<file path="config.mk">
export PLATFORM = sky130hd
export DESIGN_NAME = uart_regs
export DESIGN_NICKNAME = d
export VERILOG_FILES = /design/src/rtl/uart_pkg.sv /design/src/rtl/uart_fifo.sv /design/src/rtl/uart_tx.sv /design/src/rtl/uart_rx.sv /design/src/rtl/uart_regs.sv
export SDC_FILE = /design/constraint.sdc
export NUM_CORES = 1
export LEC_CHECK = 0
export ABC_AREA = 1
export BUFFER_PORTS_ARGS = -buffer_cell sky130_fd_sc_hd__buf_2
export CAP_MARGIN = 30
export CORE_ASPECT_RATIO = 1.2
export CORE_MARGIN = 5
export CORE_UTILIZATION = 57
export CTS_CLUSTER_SIZE = 25
export DETAILED_ROUTE_END_ITERATION = 8
export PLACE_DENSITY_LB_ADDON = 0.1
export SLEW_MARGIN = 5
export SYNTH_ARGS = -nofsm -noshare
export SYNTH_HDL_FRONTEND = slang
export SYNTH_SLANG_ARGS = --single-unit
</file>
<file path="constraint.sdc">
create_clock -name clk -period 2.83 [get_ports clk]
set_clock_uncertainty 0.2 [all_clocks]
set_input_delay 0.1415 -clock clk [delete_from_list [all_inputs] [get_ports clk]]
set_output_delay 0.1415 -clock clk [all_outputs]
set_load 0.02 [all_outputs]
</file>
<file path="src/rtl/uart_pkg.sv">
package uart_pkg;

    localparam int REG_W  = 16;
    localparam int BYTE_W = 8;
    localparam int DIV_W  = 16;

    localparam logic [1:0] A_DATA  = 2'd0;
    localparam logic [1:0] A_TXDIV = 2'd1;
    localparam logic [1:0] A_RXDIV = 2'd2;
    localparam logic [1:0] A_CTRL  = 2'd3;

    localparam int B_POP  = 10;
    localparam int B_PUSH = 13;

    // frame format, packed in the control register's bit order
    typedef struct packed {
        logic [3:0] nbits;
        logic [1:0] nstop;
        logic       even;
        logic       par_en;
    } fmt_t;

    localparam fmt_t FMT_RESET = '{nbits: 4'd8, nstop: 2'd0, even: 1'b0, par_en: 1'b0};

    typedef enum logic [2:0] {S_IDLE, S_START, S_DATA, S_PAR, S_STOP} line_st_e;

    function automatic logic [3:0] clamp_bits(input logic [3:0] raw);
        if (raw < 4'd5) return 4'd5;
        if (raw > 4'd8) return 4'd8;
        return raw;
    endfunction

    function automatic logic [2:0] stop_bits(input fmt_t f);
        return {1'b0, f.nstop} + 3'd1;
    endfunction

    function automatic logic [DIV_W-1:0] eff_div(input logic [DIV_W-1:0] d);
        return (d == '0) ? {{(DIV_W-1){1'b0}}, 1'b1} : d;
    endfunction

    function automatic logic [DIV_W-1:0] half_m1(input logic [DIV_W-1:0] d);
        logic [DIV_W-1:0] h;
        h = eff_div(d) >> 1;
        return (h == '0) ? '0 : h - 1'b1;
    endfunction

    function automatic logic par_bit(input logic [BYTE_W-1:0] d, input logic [3:0] n,
                                     input logic even);
        logic [BYTE_W-1:0] m;
        m = 8'hFF >> (4'd8 - n);
        return even ? ^(d & m) : ~^(d & m);
    endfunction

endpackage

</file>
<file path="src/rtl/uart_fifo.sv">
module uart_fifo #(
    parameter int W     = 8,
    parameter int DEPTH = 8
) (
    input  logic         clk,
    input  logic         rst,
    input  logic         push,
    input  logic [W-1:0] din,
    input  logic         pop,
    output logic [W-1:0] dout,
    output logic         empty,
    output logic         full
);
    localparam int AW = (DEPTH > 1) ? $clog2(DEPTH) : 1;
    localparam logic [AW:0]   FULL_CNT = (AW+1)'(DEPTH);
    localparam logic [AW-1:0] LAST     = AW'(DEPTH - 1);

    logic [W-1:0]  mem [DEPTH];
    logic [AW-1:0] wp, rp;
    logic [AW:0]   cnt;
    logic          do_push, do_pop;

    assign empty   = (cnt == '0);
    assign full    = (cnt == FULL_CNT);
    assign do_push = push && !full;
    assign do_pop  = pop && !empty;
    assign dout    = mem[rp];

    always_ff @(posedge clk) begin
        if (do_push) mem[wp] <= din;
    end

    always_ff @(posedge clk) begin
        if (rst) begin
            wp  <= '0;
            rp  <= '0;
            cnt <= '0;
        end else begin
            if (do_push) wp <= (wp == LAST) ? '0 : wp + 1'b1;
            if (do_pop)  rp <= (rp == LAST) ? '0 : rp + 1'b1;
            cnt <= cnt + {{AW{1'b0}}, do_push} - {{AW{1'b0}}, do_pop};
        end
    end


    cnt_bound_chk: assert property (@(posedge clk) disable iff (rst) cnt <= FULL_CNT);

    full_push_chk: assert property (@(posedge clk) disable iff (rst)
        (full && push && !pop) |=> $stable(cnt));

    empty_pop_chk: assert property (@(posedge clk) disable iff (rst)
        (empty && pop && !push) |=> empty);

endmodule

</file>
<file path="src/rtl/uart_tx.sv">
module uart_tx
    import uart_pkg::*;
(
    input  logic              clk,
    input  logic              rst,
    input  fmt_t              fmt,
    input  logic [DIV_W-1:0]  div,
    input  logic              fifo_empty,
    input  logic [BYTE_W-1:0] fifo_data,
    output logic              fifo_pop,
    output logic              tx
);
    line_st_e          st;
    fmt_t              f_q;
    logic [DIV_W-1:0]  div_q, cnt;
    logic [BYTE_W-1:0] sh;
    logic [3:0]        bi;
    logic [2:0]        si;
    logic              par_q;
    logic              tick;

    assign tick     = (cnt == div_q - 1'b1);
    assign fifo_pop = (st == S_IDLE) && !fifo_empty;

    always_comb begin
        case (st)
            S_START: tx = 1'b0;
            S_DATA:  tx = sh[0];
            S_PAR:   tx = par_q;
            default: tx = 1'b1;
        endcase
    end

    always_ff @(posedge clk) begin
        if (rst) begin
            st    <= S_IDLE;
            f_q   <= FMT_RESET;
            div_q <= {{(DIV_W-1){1'b0}}, 1'b1};
            cnt   <= '0;
            sh    <= '0;
            bi    <= '0;
            si    <= '0;
            par_q <= 1'b0;
        end else if (st == S_IDLE) begin
            if (!fifo_empty) begin
                st    <= S_START;
                f_q   <= fmt;
                div_q <= eff_div(div);
                cnt   <= '0;
                sh    <= fifo_data;
                bi    <= '0;
                si    <= '0;
                par_q <= par_bit(fifo_data, clamp_bits(fmt.nbits), fmt.even);
            end
        end else if (!tick) begin
            cnt <= cnt + 1'b1;
        end else begin
            cnt <= '0;
            if (st == S_START) begin
                st <= S_DATA;
            end else if (st == S_DATA) begin
                if (bi == clamp_bits(f_q.nbits) - 4'd1) begin
                    st <= f_q.par_en ? S_PAR : S_STOP;
                end else begin
                    bi <= bi + 4'd1;
                    sh <= sh >> 1;
                end
            end else if (st == S_PAR) begin
                st <= S_STOP;
            end else begin
                if (si == stop_bits(f_q) - 3'd1) st <= S_IDLE;
                else si <= si + 3'd1;
            end
        end
    end


    idle_hold_chk: assert property (@(posedge clk) disable iff (rst)
        (st == S_IDLE && fifo_empty) |=> (st == S_IDLE));

    bit_index_chk: assert property (@(posedge clk) disable iff (rst)
        (st == S_DATA) |-> (bi < clamp_bits(f_q.nbits)));

endmodule

</file>
<file path="src/rtl/uart_rx.sv">
module uart_rx
    import uart_pkg::*;
(
    input  logic              clk,
    input  logic              rst,
    input  logic [3:0]        nbits,
    input  logic              par_en,
    input  logic [DIV_W-1:0]  div,
    input  logic              rx_in,
    input  logic              fifo_full,
    output logic              push,
    output logic [BYTE_W-1:0] rx_byte
);
    line_st_e          st;
    logic [1:0]        sy;
    logic              rx_s;
    logic [DIV_W-1:0]  div_q, hm_q, cnt;
    logic [3:0]        nb_q, bi;
    logic              pen_q;
    logic [BYTE_W-1:0] sh;
    logic              tick;

    assign rx_s    = sy[1];
    assign tick    = (cnt == div_q - 1'b1);
    assign push    = (st == S_STOP) && tick && rx_s && !fifo_full;
    assign rx_byte = sh;

    always_ff @(posedge clk) begin
        if (rst) sy <= 2'b11;
        else     sy <= {sy[0], rx_in};
    end

    always_ff @(posedge clk) begin
        if (rst) begin
            st    <= S_IDLE;
            div_q <= {{(DIV_W-1){1'b0}}, 1'b1};
            hm_q  <= '0;
            cnt   <= '0;
            nb_q  <= 4'd8;
            pen_q <= 1'b0;
            bi    <= '0;
            sh    <= '0;
        end else begin
            case (st)
                S_IDLE: if (!rx_s) begin
                    st    <= S_START;
                    div_q <= eff_div(div);
                    hm_q  <= half_m1(div);
                    nb_q  <= nbits;
                    pen_q <= par_en;
                    cnt   <= '0;
                    bi    <= '0;
                    sh    <= '0;
                end
                S_START: begin
                    if (cnt == hm_q) begin
                        cnt <= '0;
                        st  <= rx_s ? S_IDLE : S_DATA;
                    end else cnt <= cnt + 1'b1;
                end
                S_DATA: begin
                    if (tick) begin
                        cnt        <= '0;
                        sh[bi[2:0]] <= rx_s;
                        if (bi == nb_q - 4'd1) st <= pen_q ? S_PAR : S_STOP;
                        else                   bi <= bi + 4'd1;
                    end else cnt <= cnt + 1'b1;
                end
                S_PAR: begin
                    if (tick) begin
                        cnt <= '0;
                        st  <= S_STOP;
                    end else cnt <= cnt + 1'b1;
                end
                default: begin
                    if (tick) begin
                        cnt <= '0;
                        st  <= S_IDLE;
                    end else cnt <= cnt + 1'b1;
                end
            endcase
        end
    end


    false_start_chk: assert property (@(posedge clk) disable iff (rst)
        (st == S_START && cnt == hm_q && rx_s) |=> (st == S_IDLE));

endmodule

</file>
<file path="src/rtl/uart_regs.sv">
module uart_regs
    import uart_pkg::*;
#(
    parameter int CLK_HZ     = 100_000_000,
    parameter int BAUD       = 115_200,
    parameter int FIFO_DEPTH = 8
) (
    input  logic             clk,
    input  logic             rst,
    input  logic             wr_en,
    input  logic [1:0]       addr,
    input  logic [REG_W-1:0] wdata,
    output logic [REG_W-1:0] rdata,
    output logic             tx_o,
    input  logic             rx_i
);
    localparam logic [DIV_W-1:0] DIV_RESET = DIV_W'((CLK_HZ + BAUD / 2) / BAUD);

    logic [DIV_W-1:0]  txdiv_q, rxdiv_q;
    fmt_t              fmt_q;
    logic              push_req, pop_req;
    logic              tx_empty, tx_full, tx_pop;
    logic [BYTE_W-1:0] tx_head;
    logic              rx_empty, rx_full, rx_push;
    logic [BYTE_W-1:0] rx_head, rx_byte;

    assign push_req = wr_en && (addr == A_DATA) && wdata[B_PUSH];
    assign pop_req  = wr_en && (addr == A_DATA) && wdata[B_POP];

    always_ff @(posedge clk) begin
        if (rst) begin
            txdiv_q <= DIV_RESET;
            rxdiv_q <= DIV_RESET;
            fmt_q   <= FMT_RESET;
        end else if (wr_en) begin
            case (addr)
                A_TXDIV: txdiv_q <= wdata;
                A_RXDIV: rxdiv_q <= wdata;
                A_CTRL:  fmt_q   <= fmt_t'(wdata[7:0]);
                default: ;
            endcase
        end
    end

    always_comb begin
        rdata = '0;
        if (addr == A_DATA)
            rdata = {3'b000, tx_full, tx_empty, 1'b0, rx_full, rx_empty,
                     rx_empty ? 8'h00 : rx_head};
    end

    uart_fifo #(.W(BYTE_W), .DEPTH(FIFO_DEPTH)) u_txq (
        .clk(clk), .rst(rst), .push(push_req), .din(wdata[BYTE_W-1:0]),
        .pop(tx_pop), .dout(tx_head), .empty(tx_empty), .full(tx_full)
    );

    uart_fifo #(.W(BYTE_W), .DEPTH(FIFO_DEPTH)) u_rxq (
        .clk(clk), .rst(rst), .push(rx_push), .din(rx_byte),
        .pop(pop_req), .dout(rx_head), .empty(rx_empty), .full(rx_full)
    );

    uart_tx u_tx (
        .clk(clk), .rst(rst), .fmt(fmt_q), .div(txdiv_q),
        .fifo_empty(tx_empty), .fifo_data(tx_head), .fifo_pop(tx_pop), .tx(tx_o)
    );

    uart_rx u_rx (
        .clk(clk), .rst(rst), .nbits(clamp_bits(fmt_q.nbits)), .par_en(fmt_q.par_en),
        .div(rxdiv_q), .rx_in(rx_i), .fifo_full(rx_full), .push(rx_push), .rx_byte(rx_byte)
    );


    drop_when_full_chk: assert property (@(posedge clk) disable iff (rst)
        (rx_full && !pop_req) |=> rx_full);

    fmt_reset_chk: assert property (@(posedge clk) disable iff (rst)
        $past(rst) |-> (fmt_q == FMT_RESET && txdiv_q == DIV_RESET && rxdiv_q == DIV_RESET));

endmodule

</file>
# Yosys cells after proc, flatten, opt, wreduce, memory -nomap -nowiden
# Memory sizes are Yosys's and may differ from the RTL's. A register that Yosys moved wholly into a read port is not among the register bits.
# Cells that the tools add are included.
dict set report totals {
  output_inout_bits 17
  ramBits 128
  reg_bits 188
  mem_bits_ro 0
  mem_count 2
  inputBits 22
  latchBits 0
}
# name words width rd rd_ports_with_merged_regs wr line_no
set memory_table {}
lappend memory_table {u_rxq.mem 8 8 1 1 1 uart_fifo.sv:18} ;# logic [W-1:0] mem [DEPTH];
lappend memory_table {u_txq.mem 8 8 1 1 1 uart_fifo.sv:18}
dict set report classes {
  bitwise_logic 3
  mul 0
  div_mod_pow 0
  add_sub_neg 21
  n_eq_ne 35
  order_cmp 6
  shift 1
  muxes 114
  reduce_logical 42
}
# op count
set ops {}
lappend ops {{$mux 16} 9}
lappend ops {{$mux 4} 27}
lappend ops {{$mux 3} 31}
lappend ops {{$mux 8} 9}
lappend ops {{$eq 16x16->1} 3}
lappend ops {{$logic_not 16->1} 3}
lappend ops {{$add 16x1->16 const B} 2}
lappend ops {{$pmux 16 s2} 1}
lappend ops {{$sub 16x1->16 const B} 2}
lappend ops {{$mux 1} 29}
lappend ops {{$ne 2x1->1 const B} 9}
lappend ops {{$pmux 8 s2} 1}
lappend ops {{$sub 15x1->16 const B} 1}
lappend ops {{$add 3x1->3 const B} 5}
lappend ops {{$eq 3x3->1 const B} 5}
lappend ops {{$mux 13} 1}
lappend ops {{$eq 3x2->1 const B} 4}
lappend ops {{$logic_and 1x1->1} 12}
lappend ops {{$pmux 3 s4} 1}
lappend ops {{$reduce_and 6->1} 2}
lappend ops {{$reduce_and 2->1} 5}
lappend ops {{$add 4x1->4} 2}
lappend ops {{$add 4x1->4 const B} 2}
lappend ops {{$and 8x8->8} 1}
lappend ops {{36 further kinds} 55}

# Depth between registers and ports, before layout
dict set report depth {
  depth_word 27
  ltp_mapped 19
  depth_no_buf 19
}

# By module
# Synthesis repeated with hierarchy kept, for this count alone.
dict set report hier_totals {
  hier_cells 2227
  area_unflattened_um2 17002.6
}
# module n_inst area_each_um2 cells_each seq_area_each_um2
set by_module_without_submodules {}
lappend by_module_without_submodules {uart_fifo 2 3597.2 378 2182.1}
lappend by_module_without_submodules {uart_rx 1 4433.0 672 1401.3}
lappend by_module_without_submodules {uart_tx 1 3607.2 523 1161.1}
lappend by_module_without_submodules {uart_regs 1 1767.9 276 800.8}

# Least setup slack after synthesis
# No wires, ideal clock.
dict set report synth_timing {
  path_type {register to register}
  start {register u_rx.div_q[0]}
  end {register u_rxq.cnt[2]}
  required_ns 2.502
  synth_period_minus_slack_ns 2.793
  path_stages_with_launch 18
  path_buffers 0
  slack_ns 0.037
  arrival_time_ns 2.465
  setup_ns 0.128
  cell_sequence {dfxtp_1 -> inv_2 -> ha_1 -> nand2_1 -> inv_1 -> nor3_1 -> and2_1 -> nand4_1 -> nor2_1 -> nand4_1 -> nor2_2 -> nand2_1 -> inv_2 -> ha_1 -> inv_1 -> fa_1 -> xor2_1 -> nor2_1}
}
dict set report synth_via {
  elab_chain_len 8
}
# element line_no
set synth_rtl {}
lappend synth_rtl {{start, declared} uart_rx.sv:17} ;# logic [DIV_W-1:0] div_q, hm_q, cnt;
lappend synth_rtl {{start signal, assigned} uart_rx.sv:36} ;# div_q <= {{(DIV_W-1){1'b0}}, 1'b1};
lappend synth_rtl {{start signal, assigned} uart_rx.sv:47} ;# div_q <= eff_div(div);
lappend synth_rtl {{$sub 16x1->16} uart_rx.sv:24} ;# assign tick = (cnt == div_q - 1'b1);
lappend synth_rtl {{$eq 16x16->1} uart_rx.sv:24}
lappend synth_rtl {{$logic_and 1x1->1 (3 in a row)} uart_rx.sv:25} ;# assign push = (st == S_STOP) && tick && rx_s && !fifo_full;
lappend synth_rtl {{$logic_and 1x1->1} uart_fifo.sv:25} ;# assign do_push = push && !full;
lappend synth_rtl {{named net u_rxq.do_push} uart_fifo.sv:21} ;# logic do_push, do_pop;
lappend synth_rtl {{$add 4x1->4} uart_fifo.sv:41} ;# cnt <= cnt + {{AW{1'b0}}, do_push} - {{AW{1'b0}}, do_pop};
lappend synth_rtl {{$sub 4x1->4} uart_fifo.sv:41}
lappend synth_rtl {{end signal, assigned} uart_fifo.sv:41}
lappend synth_rtl {{end, declared} uart_fifo.sv:20} ;# logic [AW:0] cnt;
# The timed path passes the listed nets, and every way through them passes these cells.
# A chain may end at the register's enable or synchronous reset.

# Worst setup path in the final report
dict set report layout_timing {
  start {register u_rx.div_q[0]}
  end {register u_rxq.cnt[1]}
}
# The elaborated chain is that of the path after synthesis.

==> flow_summary.toml <==
[detailed_routing]
vias_per_cell = 5.45
wl_mm = 36.9
vias = 12800
antenna_left = 0
firstDrtPassIters = 7
drc = 0
drt_iter0_markers = 874
wl_per_cell_um = 15.7

[floorplanning]
core_um2 = 27100
start_util = 0.578
rows = 66
die_w_um = 161
design.die.area_um2 = 30900
io_pins = 39
die_h_um = 192

[final_layout]
final_area_um2 = 17800
nets = 2046
drive_above_1_share = 0.118
final_cells = 2349
finish.utilization = 0.658
antenna_cells = 0
synthToLayoutAreaGrowth_pct = 13.8

[clock_network]
cts_max_level = 2
clockBufferDepth = 3
insertion_delay_ps = 510
clkSlewWorstSetupHoldPaths_ps = 60
cts_tree = "built"
root_buffer = "clkbuf_16"
cts_num_sinks = 322
cts_buffers = 34

[timing]
finalHoldViolCount = 0
slew_violations = 0
fin_crit_sh = 0.975
max_clock_freq_ghz = 0.362
timing_worst_slew_pin_value_ps = 856
post-route-min-period_ps = 2760
relSlewSlack = 0.429
rsz0062_at_grt = "true"
setup_viol = 0
tns_ps = 0

[worst_setup_path]
required_ps = 2990
critical_path_class = "reg2reg"
cpMostUsedCell = "inv_2"
worstSetupStartpointType = "register"
crit_fanout = 5
critPathSlowestCell = "fa_2"
cpPeakStageDelay_ps = 520
path_buf_inv = 3
critPathTopFamily = "simple AND/OR/NAND/NOR gates"
worstPathArrival_ps = 2920
crit_chain = "inv_2, ha_4, nand2_1, nor2_2, xor2_1, nand4_1, nor2_1, nand4_1, nor2_4, nand2_2, inv_2, ha_4, inv_2, fa_2, nor2_1"
end_kind = "register"

[outcome]
status = "finished clean"

[hold_path]
min_path_type = "in2reg"

[logic_synthesis]
ys_ff_latch = 322
synth.cell_area_um2 = 15700
synthCells = 1906
synth_top_area_frac = 0.248
yosys_warnings = 0
yosysSeqAreaShare = 0.493
synth_cell_type_count = 50
synth_area_leaders = "dfxtp_1, edfxtp_1, nand2_1"
synth.largest_area_cell = "dfxtp_1"
synth.avg_cell_area_um2 = 8.22

[place]
dp.final_hpwl_mm = 25.9
dp.cells = 2259
placed_cell_area_um2 = 16300
gp_congestion = 0.903
numPortBuffers = 34

[power]
ir_drop_mv = 0.541
powerDensity_nw_per_um2 = 868
p_leak_uw = 0.00728
finalPower_uw = 15500

[global_route]
grt_max_degree = 71
track_usage = 0.240
grt_pass1_vias = 12300
grt_pass1_wl_mm = 61.0
antenna_found_initial = 0
overflow = 0

[job]
drv_cap = 0
[layer usage]
layer | GRT usage | up-vias | part of all wire
met2 | 0.415 | 296 | 0.48
met1 | 0.316 | 5947 | 0.44
met5 | 0 | - | 0
met3 | 0.0341 | 73 | 0.047
li1 | - | 6494 | -
met4 | 0.0696 | 0 | 0.027
[sequential cells by signal, indices dropped and copies added, names as in the netlist, 7 cells and up, named ones only]
signal and flops:
u_rxq.mem 64, u_txq.mem 64, rxdiv_q 16, txdiv_q 16, u_rx.cnt 16, u_rx.div_q 16
u_rx.hm_q 16, u_tx.cnt 16, u_tx.div_q 16, fmt_q 8, u_rx.rx_byte 8, u_tx.sh 8
u_tx.f_q 7
[area by class of cell]
class / count / area (um^2)
inverter: 214 / 803
sequential: 322 / 7730
tap: 340 / 425
clock inverter: 14 / 193
multi-input combinational: 1295 / 6850
clock buffer: 44 / 928
fill: 2318 / 9260
timing repair buffer: 120 / 896
[synthesized netlist by cell type (all sizes together)]
| cell type | number |
|---|---|
| a211oi | 3 |
| a21oi | 128 |
| and2 | 3 |
| o21ai | 182 |
| o22a | 1 |
| nand2 | 315 |
| edfxtp | 128 |
| o22ai | 13 |
| nand3 | 78 |
| dfxtp | 194 |
| o21bai | 2 |
| fa | 2 |
| nand4 | 41 |
| buf | 24 |
| xnor2 | 31 |
| nand3b | 6 |
| conb | 1 |
| inv | 211 |
| o211ai | 34 |
| xnor3 | 2 |
| clkbuf | 54 |
| clkinv | 3 |
| o2111ai | 1 |
| ha | 35 |
| a31oi | 10 |
| o21a | 1 |
| o211a | 1 |
| or2 | 19 |
| a21boi | 1 |
| nor3b | 2 |
| a22oi | 3 |
| xor2 | 49 |
| nor2 | 292 |
| a21o | 1 |
| nor3 | 27 |
| nor4 | 8 |
[worst min-delay path: cells and delay by family]
kind                   cells  cell delay [ps]
AND/OR/NAND/NOR            1               80
buffers and inverters      2              610
[stage by stage]
stage               setup WS, ps  hold WS [ps]
detailed placement         -9.42           131
global route                -157           167
finish                      71.0           156
global placement           -30.3           126
floorplan                   37.1          40.4
CTS                         31.2           145
[where the power goes]
group / internal [uW] / switching [uW] / leakage [uW] / total [uW]
registers: 5300 / 453 / 0.00275 / 5750
clock network: 2690 / 1800 / 0.000549 / 4500
logic: 1890 / 3340 / 0.00398 / 5230
total: 9880 / 5590 / 0.00728 / 15500
[cells in the final DEF, fill, tap and decap left out, drive strengths merged, types with 10 or more instances in the layout]
master       netlist  layout
dlygate4sd3        0      27
inv              211     216
edfxtp           128     128
xnor2             31      31
o21ai            182     182
nor3              27      27
a21oi            128     128
xor2              49      49
o211ai            34      34
or2               19      19
ha                35      35
dfxtp            194     194
nor2             292     292
o22ai             13      13
nand4             41      41
nand2            315     315
a31oi             10      10
buf               24      93
clkbuf            54      44
nand3             78      78
[what timing repair did]
action / CTS / global route
pin swaps: 0 / 11
endpoints found under the setup margin: 1 / 69
hold buffers: 27 / 0
hold endpoints to repair: 114 / 0
setup buffers: 0 / 5
gates resized for setup: 2 / 20
[final timing paths]
check	start	endpoint	slack, ps	cells after the start
worst max-delay path	u_rx.div_q[0]$_SDFFE_PP1P_	u_rxq.cnt[1]$_SDFF_PP0_	70	15
worst min-delay path	rx_i	u_rx.sy[0]$_SDFF_PP1_	160	3
worst max register to register	u_rx.div_q[0]$_SDFFE_PP1P_	u_rxq.cnt[1]$_SDFF_PP0_	70	15
worst min register to register	u_rx.sy[0]$_SDFF_PP1_	u_rx.sy[1]$_SDFF_PP1_	210	1
[kinds of logic (layout without fill, tap and decap cells)]
logic type                 Yosys count  in the layout  share of synthesized area
and+or+nand+nor                    791            791                      0.222
other                                1              4                   0.000239
xor gates and xnor gates            82             82                     0.0476
buffers and inverters              292            392                     0.0745
AOI/OAI and AO/OA                  381            381                      0.132
DFF                                322            322                      0.493
adders and majority gates           37             37                     0.0305
Note: power is estimated with default switching activity, not from simulation.
